`src/rtl/dl_tx_pkg.sv`:
```
package dl_tx_pkg;

  localparam logic [7:0] FLAG_OCTET = 8'h7E;

  typedef enum logic [1:0] {
    ST_FLAG = 2'd0,
    ST_DATA = 2'd1,
    ST_FCS  = 2'd2,
    ST_BOS  = 2'd3
  } ser_st_t;

  // One step of the reflected CRC-16 (x^16+x^12+x^5+1) for a single data bit.
  function automatic logic [15:0] crc16_step(input logic [15:0] crc, input logic b);
    logic fb;
    fb = crc[0] ^ b;
    crc16_step = {1'b0, crc[15:1]} ^ (fb ? 16'h8408 : 16'h0000);
  endfunction

  // Signalling word, bit i is the i-th bit on the line.
  function automatic logic [15:0] bos_word(input logic [5:0] code);
    bos_word = {8'hFF, 1'b0, code, 1'b0};
  endfunction

endpackage

```
`src/rtl/dl_tx_regs.sv`:
```
module dl_tx_regs #(
  parameter int DEPTH = 16,
  parameter int LEN_W = $clog2(DEPTH + 1)
) (
  input  logic                   clk,
  input  logic                   rst_n,
  input  logic                   ctl_we,
  input  logic [2:0]             ctl_wdata,
  input  logic                   sel_we,
  input  logic                   sel_wdata,
  input  logic                   msg_start,
  input  logic [LEN_W-1:0]       msg_len,
  input  logic                   fin,
  input  logic                   fin_buf,
  output logic                   mode_msg,
  output logic                   fcs_en,
  output logic                   idle_req,
  output logic                   sel_q,
  output logic [1:0]             pend,
  output logic                   older,
  output logic [1:0][LEN_W-1:0]  lens
);

  logic       start_ok;
  logic       sel_wr_ok;
  logic [1:0] pend_n;
  logic       sel_n;

  assign start_ok  = msg_start && mode_msg && !pend[sel_q] &&
                     (msg_len != '0) && (msg_len <= LEN_W'(DEPTH));
  assign sel_wr_ok = sel_we && !pend[sel_wdata];

  always_comb begin
    pend_n = pend;
    if (fin)      pend_n[fin_buf] = 1'b0;
    if (start_ok) pend_n[sel_q]   = 1'b1;
    sel_n = sel_q;
    if (start_ok)       sel_n = !sel_q;
    else if (sel_wr_ok) sel_n = sel_wdata;
    if (pend_n[sel_n] && !pend_n[!sel_n]) sel_n = !sel_n;
  end

  always_ff @(posedge clk) begin
    if (!rst_n) begin
      mode_msg <= 1'b0;
      fcs_en   <= 1'b0;
      idle_req <= 1'b0;
      sel_q    <= 1'b0;
      pend     <= 2'b00;
      older    <= 1'b0;
      lens     <= '0;
    end else begin
      if (ctl_we) begin
        mode_msg <= ctl_wdata[0];
        fcs_en   <= ctl_wdata[1];
        idle_req <= ctl_wdata[2];
      end
      if (start_ok) begin
        lens[sel_q] <= msg_len;
        older       <= pend[!sel_q] ? !sel_q : sel_q;
      end
      pend  <= pend_n;
      sel_q <= sel_n;
    end
  end

  a_r9_sel_on_free: assert property (@(posedge clk) disable iff (!rst_n)
    !(pend[sel_q] && !pend[!sel_q]));

  a_r8_start_marks_busy: assert property (@(posedge clk) disable iff (!rst_n)
    start_ok |=> pend[$past(sel_q)]);

  a_r10_fin_frees: assert property (@(posedge clk) disable iff (!rst_n)
    fin |=> !pend[$past(fin_buf)]);

endmodule

```
`src/rtl/dl_tx_bufs.sv`:
```
module dl_tx_bufs #(
  parameter int DEPTH = 16,
  parameter int IDX_W = $clog2(DEPTH)
) (
  input  logic             clk,
  input  logic             rst_n,
  input  logic             we,
  input  logic             wr_buf,
  input  logic [IDX_W-1:0] wr_idx,
  input  logic [7:0]       wr_data,
  input  logic             rd_buf,
  input  logic [IDX_W-1:0] rd_idx,
  output logic [7:0]       rd_data,
  input  logic             code_buf,
  output logic [5:0]       code
);

  logic [1:0][DEPTH-1:0][7:0] mem;

  for (genvar g = 0; g < 2; g++) begin : g_bank
    always_ff @(posedge clk) begin
      if (!rst_n) begin
        mem[g] <= '0;
      end else if (we && (wr_buf == 1'(g))) begin
        mem[g][wr_idx] <= wr_data;
      end
    end
  end

  assign rd_data = mem[rd_buf][rd_idx];
  assign code    = mem[code_buf][0][5:0];

endmodule

```
`src/rtl/dl_tx_serial.sv`:
```
module dl_tx_serial
  import dl_tx_pkg::*;
#(
  parameter int DEPTH = 16,
  parameter int IDX_W = $clog2(DEPTH),
  parameter int LEN_W = $clog2(DEPTH + 1)
) (
  input  logic                   clk,
  input  logic                   rst_n,
  input  logic                   bit_en,
  input  logic                   mode_msg,
  input  logic                   fcs_en,
  input  logic                   idle_req,
  input  logic [1:0]             pend,
  input  logic                   older,
  input  logic [1:0][LEN_W-1:0]  lens,
  input  logic [7:0]             rd_data,
  input  logic [5:0]             code,
  output logic                   rd_buf,
  output logic [IDX_W-1:0]       rd_idx,
  output logic                   tx_bit,
  output logic                   fin,
  output logic                   fin_buf
);

  ser_st_t          st;
  logic [15:0]      sh;
  logic [3:0]       bcnt;
  logic [IDX_W-1:0] idx;
  logic             cur;
  logic             fcs_on;
  logic [15:0]      crc;
  logic [2:0]       ones;
  logic             zone;
  logic             tx_q;

  // Named internal events.
  logic        pick;
  logic        any_pend;
  logic        stuff_ins;
  logic        octet_end;
  logic        last_byte;
  logic [15:0] crc_nx;

  assign pick      = (pend[0] && pend[1]) ? older : pend[1];
  assign any_pend  = |pend;
  assign stuff_ins = zone && (ones == 3'd5);
  assign octet_end = (st == ST_BOS) ? (bcnt == 4'd15) : (bcnt == 4'd7);
  assign last_byte = (LEN_W'(idx) + LEN_W'(1)) == lens[cur];
  assign crc_nx    = crc16_step(crc, sh[0]);
  assign fin       = bit_en && !stuff_ins && octet_end &&
                     (((st == ST_DATA) && last_byte && !fcs_on) ||
                      ((st == ST_FCS) && idx[0]));
  assign fin_buf   = cur;
  assign rd_buf    = (st == ST_DATA) ? cur : pick;
  assign rd_idx    = (st == ST_DATA) ? (idx + IDX_W'(1)) : '0;
  assign tx_bit    = tx_q;

  always_ff @(posedge clk) begin
    if (!rst_n) begin
      st     <= ST_FLAG;
      sh     <= {8'h00, FLAG_OCTET};
      bcnt   <= '0;
      idx    <= '0;
      cur    <= 1'b0;
      fcs_on <= 1'b0;
      crc    <= 16'hFFFF;
      ones   <= '0;
      zone   <= 1'b0;
      tx_q   <= 1'b1;
    end else if (bit_en) begin
      if (stuff_ins) begin
        tx_q <= 1'b0;
        ones <= '0;
      end else begin
        tx_q <= sh[0];
        ones <= sh[0] ? ones + 3'd1 : 3'd0;
        if (st == ST_FLAG) zone <= 1'b0;
        if (st == ST_DATA) crc <= crc_nx;
        if (!octet_end) begin
          sh   <= {1'b0, sh[15:1]};
          bcnt <= bcnt + 4'd1;
        end else begin
          bcnt <= '0;
          unique case (st)
            ST_FLAG: begin
              if (!mode_msg) begin
                st <= ST_BOS;
                sh <= bos_word(code);
              end else if (!idle_req && any_pend) begin
                st     <= ST_DATA;
                cur    <= pick;
                idx    <= '0;
                sh     <= {8'h00, rd_data};
                crc    <= 16'hFFFF;
                fcs_on <= fcs_en;
                zone   <= 1'b1;
                ones   <= '0;
              end else begin
                sh <= {8'h00, FLAG_OCTET};
              end
            end
            ST_DATA: begin
              if (last_byte) begin
                if (fcs_on) begin
                  st  <= ST_FCS;
                  idx <= '0;
                  sh  <= {8'h00, ~crc_nx[7:0]};
                end else begin
                  st <= ST_FLAG;
                  sh <= {8'h00, FLAG_OCTET};
                end
              end else begin
                idx <= idx + IDX_W'(1);
                sh  <= {8'h00, rd_data};
              end
            end
            ST_FCS: begin
              if (idx[0]) begin
                st <= ST_FLAG;
                sh <= {8'h00, FLAG_OCTET};
              end else begin
                idx <= IDX_W'(1);
                sh  <= {8'h00, ~crc[15:8]};
              end
            end
            ST_BOS: begin
              if (mode_msg) begin
                st <= ST_FLAG;
                sh <= {8'h00, FLAG_OCTET};
              end else begin
                sh <= bos_word(code);
              end
            end
            default: st <= ST_FLAG;
          endcase
        end
      end
    end
  end

  a_r5_stuff_holds_octet: assert property (@(posedge clk) disable iff (!rst_n)
    (bit_en && stuff_ins) |=> (!tx_q && $stable(bcnt)));

  a_r4_octet_range: assert property (@(posedge clk) disable iff (!rst_n)
    (st != ST_BOS) |-> (bcnt <= 4'd7));

  a_r2_bos_ones_tail: assert property (@(posedge clk) disable iff (!rst_n)
    (bit_en && (st == ST_BOS) && (bcnt >= 4'd8)) |=> tx_q);

  a_r10_fin_single: assert property (@(posedge clk) disable iff (!rst_n)
    fin |=> !fin);

endmodule

```
`src/rtl/dl_tx_ctrl.sv`:
```
module dl_tx_ctrl #(
  parameter int DEPTH = 16,
  localparam int IDX_W = $clog2(DEPTH),
  localparam int LEN_W = $clog2(DEPTH + 1)
) (
  input  logic             clk,
  input  logic             rst_n,
  input  logic             bit_en,
  input  logic             ctl_we,
  input  logic [2:0]       ctl_wdata,
  input  logic             sel_we,
  input  logic             sel_wdata,
  output logic             sel_rdata,
  input  logic             buf_we,
  input  logic             buf_id,
  input  logic [IDX_W-1:0] buf_addr,
  input  logic [7:0]       buf_wdata,
  input  logic             msg_start,
  input  logic [LEN_W-1:0] msg_len,
  output logic             tx_bit,
  output logic             done,
  output logic             done_buf
);

  logic                  mode_msg, fcs_en, idle_req, sel_q, older;
  logic [1:0]            pend;
  logic [1:0][LEN_W-1:0] lens;
  logic                  fin, fin_buf;
  logic                  rd_buf;
  logic [IDX_W-1:0]      rd_idx;
  logic [7:0]            rd_data;
  logic [5:0]            code;

  dl_tx_regs #(.DEPTH(DEPTH), .LEN_W(LEN_W)) u_regs (
    .clk(clk), .rst_n(rst_n),
    .ctl_we(ctl_we), .ctl_wdata(ctl_wdata),
    .sel_we(sel_we), .sel_wdata(sel_wdata),
    .msg_start(msg_start), .msg_len(msg_len),
    .fin(fin), .fin_buf(fin_buf),
    .mode_msg(mode_msg), .fcs_en(fcs_en), .idle_req(idle_req),
    .sel_q(sel_q), .pend(pend), .older(older), .lens(lens)
  );

  dl_tx_bufs #(.DEPTH(DEPTH), .IDX_W(IDX_W)) u_bufs (
    .clk(clk), .rst_n(rst_n),
    .we(buf_we), .wr_buf(buf_id), .wr_idx(buf_addr), .wr_data(buf_wdata),
    .rd_buf(rd_buf), .rd_idx(rd_idx), .rd_data(rd_data),
    .code_buf(sel_q), .code(code)
  );

  dl_tx_serial #(.DEPTH(DEPTH), .IDX_W(IDX_W), .LEN_W(LEN_W)) u_ser (
    .clk(clk), .rst_n(rst_n), .bit_en(bit_en),
    .mode_msg(mode_msg), .fcs_en(fcs_en), .idle_req(idle_req),
    .pend(pend), .older(older), .lens(lens),
    .rd_data(rd_data), .code(code),
    .rd_buf(rd_buf), .rd_idx(rd_idx),
    .tx_bit(tx_bit), .fin(fin), .fin_buf(fin_buf)
  );

  assign sel_rdata = sel_q;

  always_ff @(posedge clk) begin
    if (!rst_n) begin
      done     <= 1'b0;
      done_buf <= 1'b0;
    end else begin
      done <= fin;
      if (fin) done_buf <= fin_buf;
    end
  end

  a_r10_done_one_cycle: assert property (@(posedge clk) disable iff (!rst_n)
    done |=> !done);

endmodule

```
`config.mk`:
```
export PLATFORM = sky130hd
export DESIGN_NAME = dl_tx_ctrl
export DESIGN_NICKNAME = d
export VERILOG_FILES = /design/src/rtl/dl_tx_pkg.sv /design/src/rtl/dl_tx_regs.sv /design/src/rtl/dl_tx_bufs.sv /design/src/rtl/dl_tx_serial.sv /design/src/rtl/dl_tx_ctrl.sv
export SDC_FILE = /design/constraint.sdc
export NUM_CORES = 1
export LEC_CHECK = 0
export ABC_AREA = 1
export BUFFER_PORTS_ARGS = -buffer_cell sky130_fd_sc_hd__buf_4
export CAP_MARGIN = 20
export CORE_MARGIN = 2
export CORE_UTILIZATION = 45
export CTS_CLUSTER_SIZE = 28
export DETAILED_ROUTE_END_ITERATION = 10
export PLACE_DENSITY = 0.71
export SLEW_MARGIN = 25
export SYNTH_ARGS = -nofsm -noshare
export SYNTH_HDL_FRONTEND = slang
export SYNTH_SLANG_ARGS = --single-unit
```
`constraint.sdc`:
```
create_clock -name clk -period 1.9 [get_ports clk]
set_input_delay 0.285 -clock clk [delete_from_list [all_inputs] [get_ports clk]]
set_output_delay 0.285 -clock clk [all_outputs]
set_load 0.03 [all_outputs]
```
==> results.tsv <==
metric	value	unit
outcome	complete, but fails checks	
violations in the final reports	setup timing	
share of Yosys cell area claimed by the top area cell type	41.65	%
combinational group share of total power	6.8	%
library cell occupying the most area in the post-synthesis netlist	dfxtp_1	
final wirelength	49750	um
count of final max-slew check failures	0	
vertical extent of the die	190.0	um
total gr overflow	0	
Critical Path Max Stage Delay	0.34	ns
number of warnings issued by yosys	0	
Layout Utilization	56.51	%
arrival time worst endpoint	2.46	ns
flops & latches, synth	324	
Die X-Extent	190.0	um
synthesized netlist net count	2313	
Worst path slowest cell	dfxtp_2	
leading post-synthesis cells by cell area	dfxtp_1, nand3_1, a21oi_1, nand2_1, o21ai_0	
Tmin final	2.057	ns
final layout net count	2364	
critical path endpoint category	flip-flop	
CP max FO	11	
path type of the worst setup path	reg -> reg	
area enclosed by the die boundary	36110	sq um
number of buffers created by CTS	38	
maximum frequency from static timing analysis	486.1	MHz
core region area	34290	sq um
end point of the most critical hold path	u_regs.idle_req	
GP Congestion	0.8769	
portion of total power attributed to the clock network	46.6	%
area of all placed cells without fillers	19380	sq um
drt via density	5.676	
most frequent cells in the layout	nand2_1, dfxtp_1, a21oi_1, nand3_1, inv_1	
placed cell count	2708	
gate count of the mapped netlist	2276	
register clock-pin slew on the reported worst setup and hold paths	0.06	ns
synthesized area	15570	sq um
number of design rule violations left after detail routing	0	
type of the most critical hold path	in -> reg	
FF-to-FF Start	u_ser.st[1]	
Top-Level Pins	33	
TritonCTS Sinks	324	
detailed placement HPWL	29780	um
Starting Density	45.42	%
most common cell after layout, fill and taps aside	nand2_1	
P&R area growth vs syn	24.42	%
port buffer count	32	
fraction of power consumed by sequential logic	46.6	%
P per Cell Area	770.0	nW/um^2
Layout Skew	0.01522	ns
min-delay src	ctl_we	
Iteration-0 DRC Markers	1669	
detailed-routing iteration count for the pre-antenna-repair pass	8	
share of cells above drive strength 1	17.86	%
fraction of the yosys area taken by sequential cells	41.65	%
number of buffers on the longest clock path	3	
reg-to-reg endpoint	u_ser.sh[5]	
Worst VDD drop	0.5998	mV
leakage power	7.617	nW
pre-CTS setup slack	-0.2973	ns
path depth of the worst reg2reg path	16	
buffers and inverters on the worst path	4	
max_slew headroom	31.25	%
placement-stage cell area	16710	sq um
flop-to-flop setup slack	-0.16	ns
post-route ant nets	0	
Cells on Worst Hold Path	3	
initial antenna violation count	0	
number of global-route vias before repair	14830	
TritonCTS clock tree	built	
setup slack of the critical path after layout	-0.1574	ns
total of endpoints with negative setup slack in the final report	12	
Cell Rows	68	
Avg Cell Area, Syn	6.843	sq um
Total Routing Usage GR	26.55	%
crit path launch type	flip-flop	
required time at the worst-slack endpoint	2.31	ns
clock insertion delay at the later pin of the skew report	0.53	ns
cell-internal power	11.36	mW
routed len/inst	17.73	um
crit share post-route	108.3	%
number of vias in the routed layout	15930	
final antenna diode count	0	
cells traversed along the worst timing path	inv_2, ha_4, inv_4, nand3_4, nand2_8, buf_12, buf_16, nand2_1, nand3_4, nand3_2, nand3_2, nand3_2, nand3_2, nand2_1, nand2_1, nand2_1	
Hold Violations, Final	0	
largest net degree at the start of global routing	240	
transition time of the tightest slew-check pin	1.031	ns
Max H-tree Level	2	
count of unique library cells instantiated by Yosys	40	
clock root buffer	clkbuf_16	
net switching fraction of the power	23.89	%
Maximum Capacitance Violations	0	
largest delay contributor family on the critical path	simple AND/OR/NAND/NOR gates	
first-pass GRT wire length	77400	um
RSZ-0062 raised after global routing	true	
final standard cell count with taps included and fillers excluded	2806	
Switching Power	3.564	mW
-- state kept, by name, indices dropped and copies added (netlist names), 2 cells and up, named ones only --
signal	count
u_ser.sh	16
u_ser.ones	3
u_ser.idx	4
u_ser.bcnt	4
u_ser.st	2
u_regs.pend	2
u_regs.lens	10
u_ser.crc	16
u_bufs.mem	256
-- power by group through the flow --
stage,sequential [mW],combinational (mW),clock (mW)
after floorplan,7.09,0.590,0
after global placement,7.10,0.895,0
after detailed placement,7.10,0.911,0
after CTS,6.96,0.957,7.04
after global routing,6.96,1.11,7.34
final,6.96,1.01,6.95
-- stage by stage --
step / total power, mW / setup TNS, ns / hold WS (ns)
floorplan: 7.684 / 0 / 0.4199
global placement: 7.995 / -4.914 / 0.4339
detailed placement: 8.015 / -6.100 / 0.4365
CTS: 14.95 / -0.8883 / 0.03114
global route: 15.42 / -2.740 / 0.06491
finish: 14.92 / -1.123 / 0.03749
-- worst register-to-register path: stages (launching register included) --
cell and delay, ns:
dfxtp_2 0.34, inv_2 0.05, ha_4 0.17, inv_4 0.07, nand3_4 0.14, nand2_8 0.14
buf_12 0.15, buf_16 0.15, nand2_1 0.10, nand3_4 0.09, nand3_2 0.07, nand3_2 0.11
nand3_2 0.12, nand3_2 0.10, nand2_1 0.05, nand2_1 0.05, nand2_1 0.05
-- synth_stat cells (all sizes together) --
cell type,number
a211oi,9
a21oi,296
a221oi,6
a2bb2oi,1
a31oi,2
and2,1
buf,51
clkbuf,117
clkinv,5
dfxtp,324
ha,8
inv,282
mux2i,1
nand2,387
nand3,391
nand3b,8
nand4,5
nor2,78
nor3,4
nor4,1
o2111ai,1
o211ai,27
o21ai,263
o21bai,1
o31ai,1
or2,3
xor2,3
-- final cells by class --
type                            instances  area (sq um)
Fill cell                            3023         14910
Multi-Input combinational cell       1498          8093
Sequential cell                       324          6497
Timing Repair Buffer                  178          1943
Clock buffer                           61          1151
Inverter                              287          1105
Tap cell                              455         569.3
Clock inverter                          3         18.77
-- how the worst max path moves through the flow --
stage | startpoint | endpoint | cells past startpoint
finish | u_ser.st[1] | u_ser.sh[5] | 16
global route | u_ser.st[1] | u_ser.sh[5] | 16
CTS | u_ser.st[1] | u_ser.sh[0] | 16
detailed placement | u_ser.st[1] | u_ser.sh[5] | 16
global placement | u_ser.st[1] | u_ser.sh[5] | 16
floorplan | u_ser.st[1] | u_ser.sh[6] | 15
-- cell families (layout without fill, tap and decap cells) --
kind of cell	count (synthesis)	in the layout	share of synthesized area, %
flip-flops	324	324	41.65
buffers and inverters	455	529	11.91
multiplexers	1	1	0.06428
XOR/XNOR	3	3	0.1687
AO/OA/AOI/OAI	607	607	20.49
adder cells (fa/ha/maj)	8	8	0.6428
AND/OR/NAND/NOR	878	879	25.07
-- metal layers --
| metal | global-route usage, % | share of wire, % | wire (um) | up-vias |
|---|---|---|---|---|
| met3 | 4.944 | 7.6 | 3788 | 150 |
| met2 | 42.98 | 46 | 22800 | 648 |
| met1 | 34.55 | 43 | 21240 | 7484 |
| met4 | 11.66 | 3.9 | 1926 | 0 |
| li1 | - | - | - | 7644 |
| met5 | 0 | 0 | 0 | - |
-- repair_timing --
action | 4_1_cts | 5_1_grt
setup buffers | 9 | 11
gates cloned | 11 | 3
pin swaps | 38 | 47
endpoints found under the setup margin | 31 | 40
endpoints found under the hold margin | 2 | 0
resized for setup | 133 | 113
hold buffers | 2 | 0
Note: power is estimated with default switching activity, not from simulation.
